==> src/rtl/char_io_pkg.sv <==
package char_io_pkg;

    // Display-side handshake states
    typedef enum logic [1:0] {
        OUT_BUSY    = 2'd0,
        OUT_READY   = 2'd1,
        OUT_PENDING = 2'd2,
        OUT_SHOW    = 2'd3
    } out_state_t;

    // Register locations selected by the two low address bits
    typedef enum logic [1:0] {
        LOC_KEY   = 2'd0,
        LOC_CHAR  = 2'd1,
        LOC_STAT  = 2'd2,
        LOC_SPARE = 2'd3
    } loc_t;

endpackage

==> src/rtl/cio_bus_decode.sv <==
module cio_bus_decode
    import char_io_pkg::*;
#(
    parameter int ADDR_W = 32,
    parameter int DATA_W = 32,
    parameter int CHAR_W = 8,
    parameter logic [ADDR_W-1:0] BASE_ADDR = '0
) (
    input  logic [ADDR_W-1:0] bus_addr,
    input  logic              bus_rnw,
    input  logic              bus_mrdy,
    input  logic [CHAR_W-1:0] key_code,
    input  logic              key_flag,
    input  logic              disp_ready,
    output logic              bus_srdy,
    output logic [DATA_W-1:0] bus_rdata,
    output logic              rd_key,
    output logic              wr_char
);

    localparam int SLOT_BITS = 2;

    logic hit;
    logic access;
    loc_t slot;

    assign hit    = (bus_addr[ADDR_W-1:SLOT_BITS] == BASE_ADDR[ADDR_W-1:SLOT_BITS]);
    assign access = hit && bus_mrdy;
    assign slot   = loc_t'(bus_addr[SLOT_BITS-1:0]);

    assign bus_srdy = access;
    assign rd_key   = access && bus_rnw && (slot == LOC_KEY);
    assign wr_char  = access && !bus_rnw && (slot == LOC_CHAR);

    always_comb begin
        bus_rdata = '0;
        if (access && bus_rnw) begin
            unique case (slot)
                LOC_KEY:   bus_rdata[CHAR_W-1:0] = key_code;
                LOC_STAT:  bus_rdata[1:0]        = {disp_ready, key_flag};
                LOC_CHAR:  bus_rdata             = '0;
                LOC_SPARE: bus_rdata             = '0;
            endcase
        end
    end

endmodule

==> src/rtl/cio_key_in.sv <==
module cio_key_in #(
    parameter int CHAR_W = 8
) (
    input  logic              clk,
    input  logic              rst_n,
    input  logic              kbd_valid,
    input  logic [CHAR_W-1:0] kbd_char,
    input  logic              rd_key,
    output logic [CHAR_W-1:0] key_code,
    output logic              key_flag
);

    logic valid_q;
    logic key_rise;

    assign key_rise = kbd_valid && !valid_q;

    always_ff @(posedge clk or negedge rst_n) begin
        if (!rst_n) begin
            valid_q  <= 1'b0;
            key_code <= '0;
            key_flag <= 1'b0;
        end else begin
            valid_q <= kbd_valid;
            if (key_rise) begin
                key_code <= kbd_char;
                key_flag <= 1'b1;
            end else if (rd_key) begin
                key_flag <= 1'b0;
            end
        end
    end


    key_capture_chk: assert property (@(posedge clk) disable iff (!rst_n)
        (kbd_valid && !$past(kbd_valid)) |=> (key_flag && key_code == $past(kbd_char)));


    key_clear_chk: assert property (@(posedge clk) disable iff (!rst_n)
        (rd_key && !kbd_valid) |=> !key_flag);

endmodule

==> src/rtl/cio_char_out.sv <==
module cio_char_out
    import char_io_pkg::*;
#(
    parameter int CHAR_W = 8
) (
    input  logic              clk,
    input  logic              rst_n,
    input  logic              wr_char,
    input  logic [CHAR_W-1:0] wr_data,
    input  logic              disp_idle,
    output logic [CHAR_W-1:0] disp_char,
    output logic              disp_valid,
    output logic              disp_ready
);

    out_state_t state, state_nx;
    logic [CHAR_W-1:0] char_q;

    always_ff @(posedge clk or negedge rst_n) begin
        if (!rst_n) begin
            state  <= OUT_BUSY;
            char_q <= '0;
        end else begin
            state <= state_nx;
            if (wr_char) begin
                char_q <= wr_data;
            end
        end
    end

    always_comb begin
        state_nx = state;
        unique case (state)
            OUT_BUSY: begin
                if (wr_char)        state_nx = OUT_PENDING;
                else if (disp_idle) state_nx = OUT_READY;
            end
            OUT_READY: begin
                if (wr_char)        state_nx = OUT_SHOW;
            end
            OUT_PENDING: begin
                if (disp_idle)      state_nx = OUT_SHOW;
            end
            OUT_SHOW: begin
                if (!disp_idle)     state_nx = OUT_BUSY;
            end
        endcase
    end

    always_comb begin
        disp_valid = (state == OUT_SHOW);
        disp_ready = (state == OUT_READY);
        disp_char  = char_q;
    end


    ready_on_idle_chk: assert property (@(posedge clk) disable iff (!rst_n)
        (state == OUT_BUSY && disp_idle && !wr_char) |=> disp_ready);


    valid_drop_chk: assert property (@(posedge clk) disable iff (!rst_n)
        (disp_valid && !disp_idle) |=> !disp_valid);


    valid_not_ready_chk: assert property (@(posedge clk) disable iff (!rst_n)
        disp_valid |-> !disp_ready);


    char_hold_chk: assert property (@(posedge clk) disable iff (!rst_n)
        !wr_char |=> $stable(disp_char));

endmodule

==> src/rtl/char_io_port.sv <==
module char_io_port
    import char_io_pkg::*;
#(
    parameter int ADDR_W = 32,
    parameter int DATA_W = 32,
    parameter int CHAR_W = 8,
    parameter logic [ADDR_W-1:0] BASE_ADDR = 32'h0000_4000
) (
    input  logic              clk,
    input  logic              rst_n,
    input  logic [ADDR_W-1:0] bus_addr,
    input  logic              bus_rnw,
    input  logic              bus_mrdy,
    input  logic [DATA_W-1:0] bus_wdata,
    output logic              bus_srdy,
    output logic [DATA_W-1:0] bus_rdata,
    input  logic [CHAR_W-1:0] kbd_char,
    input  logic              kbd_valid,
    input  logic              disp_idle,
    output logic [CHAR_W-1:0] disp_char,
    output logic              disp_valid
);

    logic [CHAR_W-1:0] key_code;
    logic              key_flag;
    logic              disp_ready;
    logic              rd_key;
    logic              wr_char;
    logic              unused_wdata_hi;

    assign unused_wdata_hi = ^bus_wdata[DATA_W-1:CHAR_W];

    cio_bus_decode #(
        .ADDR_W    (ADDR_W),
        .DATA_W    (DATA_W),
        .CHAR_W    (CHAR_W),
        .BASE_ADDR (BASE_ADDR)
    ) u_decode (
        .bus_addr   (bus_addr),
        .bus_rnw    (bus_rnw),
        .bus_mrdy   (bus_mrdy),
        .key_code   (key_code),
        .key_flag   (key_flag),
        .disp_ready (disp_ready),
        .bus_srdy   (bus_srdy),
        .bus_rdata  (bus_rdata),
        .rd_key     (rd_key),
        .wr_char    (wr_char)
    );

    cio_key_in #(
        .CHAR_W (CHAR_W)
    ) u_key (
        .clk       (clk),
        .rst_n     (rst_n),
        .kbd_valid (kbd_valid),
        .kbd_char  (kbd_char),
        .rd_key    (rd_key),
        .key_code  (key_code),
        .key_flag  (key_flag)
    );

    cio_char_out #(
        .CHAR_W (CHAR_W)
    ) u_out (
        .clk        (clk),
        .rst_n      (rst_n),
        .wr_char    (wr_char),
        .wr_data    (bus_wdata[CHAR_W-1:0]),
        .disp_idle  (disp_idle),
        .disp_char  (disp_char),
        .disp_valid (disp_valid),
        .disp_ready (disp_ready)
    );


    accept_needs_master_chk: assert property (@(posedge clk) disable iff (!rst_n)
        bus_srdy |-> bus_mrdy);


    key_read_clear_chk: assert property (@(posedge clk) disable iff (!rst_n)
        (rd_key && !kbd_valid) |=> (bus_rdata == '0 || !bus_srdy || bus_addr[1:0] != 2'd2
                                    || bus_rdata[0] == 1'b0));

endmodule

==> config.mk <==
export PLATFORM = sky130hd
export DESIGN_NAME = char_io_port
export DESIGN_NICKNAME = d
export VERILOG_FILES = /design/src/rtl/char_io_pkg.sv /design/src/rtl/cio_bus_decode.sv /design/src/rtl/cio_key_in.sv /design/src/rtl/cio_char_out.sv /design/src/rtl/char_io_port.sv
export SDC_FILE = /design/constraint.sdc
export NUM_CORES = 1
export LEC_CHECK = 0
export BUFFER_PORTS_ARGS = -buffer_cell sky130_fd_sc_hd__buf_2
export CAP_MARGIN = 40
export CORE_MARGIN = 2
export CORE_UTILIZATION = 37
export CTS_CLUSTER_DIAMETER = 120
export DETAILED_ROUTE_END_ITERATION = 10
export GPL_TIMING_DRIVEN = 0
export PLACE_DENSITY = 0.8
export SLEW_MARGIN = 5
export SYNTH_ARGS = -nofsm -noshare
export SYNTH_HDL_FRONTEND = slang
export SYNTH_HIERARCHICAL = 1
export SYNTH_SLANG_ARGS = --single-unit
==> constraint.sdc <==
create_clock -name clk -period 1.7 [get_ports clk]
set_input_delay 0.34 -clock clk [delete_from_list [all_inputs] [get_ports clk]]
set_output_delay 0.34 -clock clk [all_outputs]
set_load 0.1 [all_outputs]
== Yosys cells after proc, flatten, opt, wreduce, memory -nomap -nowiden ==
Cells that the tools add are included.
Cells by class
  reductions and logical operators: 13
  mux-type cells: 11
  equality and inequality tests: 11
Operators by type and width (number)
  30-bit by 13-bit equality test with 1-bit output, second input constant: 1
  2-bit two-way mux: 5
  2-bit equality test, second input constant: 4
  8-bit two-way mux: 1
  2-bit one-hot mux with 4 select lines: 1
  1-bit logical AND: 6
  6-bit two-way mux: 1
  2-bit one-hot mux with 3 select lines: 1
  2-bit by 1-bit equality test with 1-bit output, second input constant: 2
  2-bit logical NOT: 2
  2-bit inequality test, second input constant: 2
  4-bit AND reduction: 1
  3-bit inequality test, second input constant: 1
  1-bit logical NOT: 2
  1-bit two-way mux: 2
  2-bit by 1-bit inequality test with 1-bit output, second input constant: 1
  2-bit nonzero test: 1
  2-bit OR reduction: 1
Storage, ports and cells
  flip-flop bits (word level): 20
  bits of input ports: 78
  output and inout port bits: 42

== Longest topological paths before layout ==
  depth after elaboration: 6
  depth in mapped cells: 8
  mapped depth without buffers: 6

== Modules after synthesis ==
The synthesis kept the hierarchy.
Modules (own cells, without submodules)
  cio_char_out: area an instance 491.7 um^2, sequential area each 250.2 um^2, cells an instance 35, instances 1
  cio_bus_decode: area an instance 429.2 um^2, sequential area each 0.0 um^2, cells an instance 61, instances 1
  cio_key_in: area an instance 407.9 um^2, sequential area each 250.2 um^2, cells an instance 22, instances 1

== Least setup slack after synthesis ==
Ideal clock, no wire load.
  path type: input-to-output
  from: input bus_addr[4]
  to: output bus_rdata[0]
  arrival time: 3.685 ns
  path slack: -2.325 ns
  cell stages on the path: 3
  data required time: 1.360 ns
  cells stage by stage: nor4_1 > nand4_1 > nor4_1
On the way
  cells in the longest elaborated chain, start to end: 4
RTL lines
  start, declared: line char_io_port.sv:11  | input logic [ADDR_W-1:0] bus_addr,
  30-bit by 13-bit equality test with 1-bit output: line cio_bus_decode.sv:27  | assign hit = (bus_addr[ADDR_W-1:SLOT_BITS] == BASE_ADDR[ADDR_W-1:SLOT_BITS]);
  1-bit logical AND: line cio_bus_decode.sv:28  | assign access = hit && bus_mrdy;
  1-bit logical AND: line cio_bus_decode.sv:37  | if (access && bus_rnw) begin
  8-bit two-way mux: line cio_bus_decode.sv:37
  end, declared: line char_io_port.sv:16  | output logic [DATA_W-1:0] bus_rdata,
Every way passes these cells.

== Final worst setup path ==
  from: input bus_addr[9]
  to: output bus_rdata[0]
The elaborated chain is that of the path after synthesis.

==> qor.txt <==
GRT overflow = 0
DR iter-0 viols = 18
met2 wire length = 2172 microns
first-pass GRT wire length = 5478 microns
Hold Path Stages = 1
pwr/cell area = 699.7 nW/um^2
met3 routed WL = 192 microns
Final nets = 311
io pins = 120
setup ws final = -0.3672 ns
Worst setup SP type = input port
mapped cell area = 1329 sq um
register area = 500.5 sq um
Area Overhead vs Synth = 79.94%
fill count = 246
clock latency on the worst-skew pair = 0.31 ns
Post-Route Skew = 0.005161 ns
DRT Pass-1 Iters = 4
CTS Buf Count = 3
multi-input logic area = 879.6 sq um
failing checks = setup timing
die area = 4086 sq um
DP Cell Count = 257
Chip Height = 63.93 microns
Placer Congestion = 0.7765
diode count = 0
critical path class = input port to primary output
crit-path max FO = 3
clock tree buffer depth = 2
worst path cell trace = buf_6, nor4_2, nand4_1, buf_4, nor4_4, buf_6
Hold Path Origin = kbd_valid
root buffer cell = clkbuf_4
Routed WL per cell = 14.01 microns
Final min period = 2.067 ns
Crit-path slowest cell = nor4_2
Post-Route WL = 3825 microns
WP data required = 1.36 ns
CTS tree = yes
post-synthesis sequential area ratio = 37.66%
Syn Area/Cell = 11.26 sq um
unrepaired setup endpoints after global routing = yes
CTS Sinks = 20
antenna-violating nets left = 0
Synth Warn # = 6
instance count of the mapped netlist = 118
Initial Util = 39.20%
Post-Place Worst Slack = -0.5907 ns
R2R Path Start = u_out/state[1]$_DFFE_PN0P_
Max VDD drop = 0.5051 mV
# DRC = 0
critical path's top delay family = simple AND/OR/NAND/NOR gates
crit end category = primary output
maxcap violations = 0
HP Class = input port to flop
Hold Path Sink = u_key/valid_q$_DFF_PN0_
WP buf/inv = 3
M1 WL = 1352 microns
flops & latches, synth = 20
final instance area = 2391 sq um
Buffers on Ports = 70
largest net degree at the start of global routing = 21
hpwl dp = 2331 microns
Synth cell types = 26
Max stage delay on crit path = 0.29 ns
cell area after placement = 1951 sq um
via count = 1233
Reg clk slew, reported paths = 0.12 ns
Final Non-Filler Cells = 273
worst reg-to-reg setup slack = 0.45 ns
Final period util = 121.6%
CP arrival = 1.73 ns
P_leak = 0.001289 uW
vias per std cell = 4.516
layout cell share with drive strength beyond 1 = 67.40%
crit-path most repeated cell = buf_6
Fmax = 0.4837 GHz
Final Max Slew Viols = 0
Core Util, Final = 70.54%
H-tree depth = 1
outcome = complete, but fails checks
GRT Overall Usage = 17.05%
Hold Vio Cnt, Final = 0
FF-to-FF path depth = 5
FP Rows = 21
Core Area = 3390 sq um
vias in the first global route = 1186
FF-to-FF End = u_out/state[0]$_DFFE_PN0P_
initial antenna violation count = 0
Finish-stage setup viols = 19
Die X = 63.93 microns
top sig layer = met4
-- flip-flops by register name (all words and copies together), names as in the netlist --
name and cells:
u_key/key_code 8, u_out/disp_char 8, u_out/state 2, u_key/key_flag 1
u_key/valid_q 1
-- final cells by class --
cell class / count / share of cell area (%)
Multi-Input combinational cell: 88 / 36.79
Sequential cell: 20 / 20.93
Timing Repair Buffer: 82 / 28.15
Clock buffer: 4 / 1.518
Buffer: 29 / 9.576
Tap cell: 46 / 2.407
Inverter: 4 / 0.6279
-- cells in the final DEF, fill, tap and decap left out, types with 3 or more instances in the layout --
cell / n
nor4_2: 3
dfrtp_1: 20
buf_2: 48
mux2_4: 16
ha_1: 4
mux2i_1: 6
nand3_1: 6
clkbuf_4: 3
nor4_4: 5
buf_4: 30
nor3_4: 7
inv_1: 4
conb_1: 24
buf_12: 8
buf_6: 22
-- synthesized netlist by cell type --
library cell,n,area share [%]
nor4_4,1,1.6
clkbuf_1,1,0.28
conb_1,1,0.28
nor2_1,3,0.85
mux2_4,8,9.0
mux2i_1,6,4.5
nor4b_2,2,2.3
nor4_1,6,2.8
dfrtp_1,20,38
a21o_2,1,0.66
nand4_1,2,0.94
nand2_1,2,0.57
buf_6,3,2.5
nand2b_1,1,0.47
nand3_1,6,2.3
nor4_2,1,0.94
o21ai_0,1,0.38
a21oi_2,1,0.66
ha_1,5,4.7
nor3_1,8,3.0
mux2_2,8,6.8
buf_2,1,0.38
buf_4,24,14
inv_1,4,1.1
o21ai_2,1,0.66
nor2b_4,1,1.0
-- how the worst max path moves through the flow --
stage	depth (start not counted)	start	slack, ns	endpoint
6_report	6	bus_addr[9]	-0.37	bus_rdata[0]
2_1_floorplan	4	bus_addr[21]	-0.75	bus_rdata[1]
5_1_grt	6	bus_addr[9]	-0.43	bus_rdata[0]
3_5_place_dp	7	bus_addr[4]	-0.59	u_out/disp_char[3]$_DFFE_PN0P_
4_1_cts	6	bus_addr[13]	-0.24	bus_rdata[1]
3_3_place_gp	7	bus_addr[4]	-0.59	u_out/disp_char[3]$_DFFE_PN0P_
-- per-layer routing --
layer,vias to the layer above,track usage (%)
met5,-,0
met3,8,2.641
li1,585,-
met4,0,6.250
met2,49,31.77
met1,591,19.41
-- power breakdown --
part | leakage, uW | internal, uW | switching [uW]
combinational | 0.00102 | 280 | 543
clock | 0.0000210 | 131 | 152
sequential | 0.000249 | 531 | 35.8
total | 0.00129 | 942 | 731
-- timing repair --
action	in CTS	in global routing
gates resized for setup	50	24
gates cloned	2	1
endpoints found under the setup margin	19	20
endpoints found under the hold margin	20	0
setup buffers	5	4
hold buffers	1	0
pin swaps	13	5
-- per-stage QoR --
step	power [uW]	hold WS [ns]	setup TNS (ns)
floorplan	1224	0.04441	-6.747
global placement	1342	0.3052	-9.242
detailed placement	1349	0.3071	-9.254
CTS	1651	0.1485	-3.203
global route	1771	0.1384	-4.361
finish	1673	0.1580	-3.467
-- cells by family after synthesis --
logic type,after synthesis,share of synthesized area [%]
AND/OR/NAND/NOR,33,16.76
flip-flops,20,37.66
AO/OA/AOI/OAI,4,2.354
multiplexers,22,20.34
other,1,0.2822
buffers and inverters,33,17.89
adder cells (fa/ha/maj),5,4.708
(Power assumes the default switching activity.)
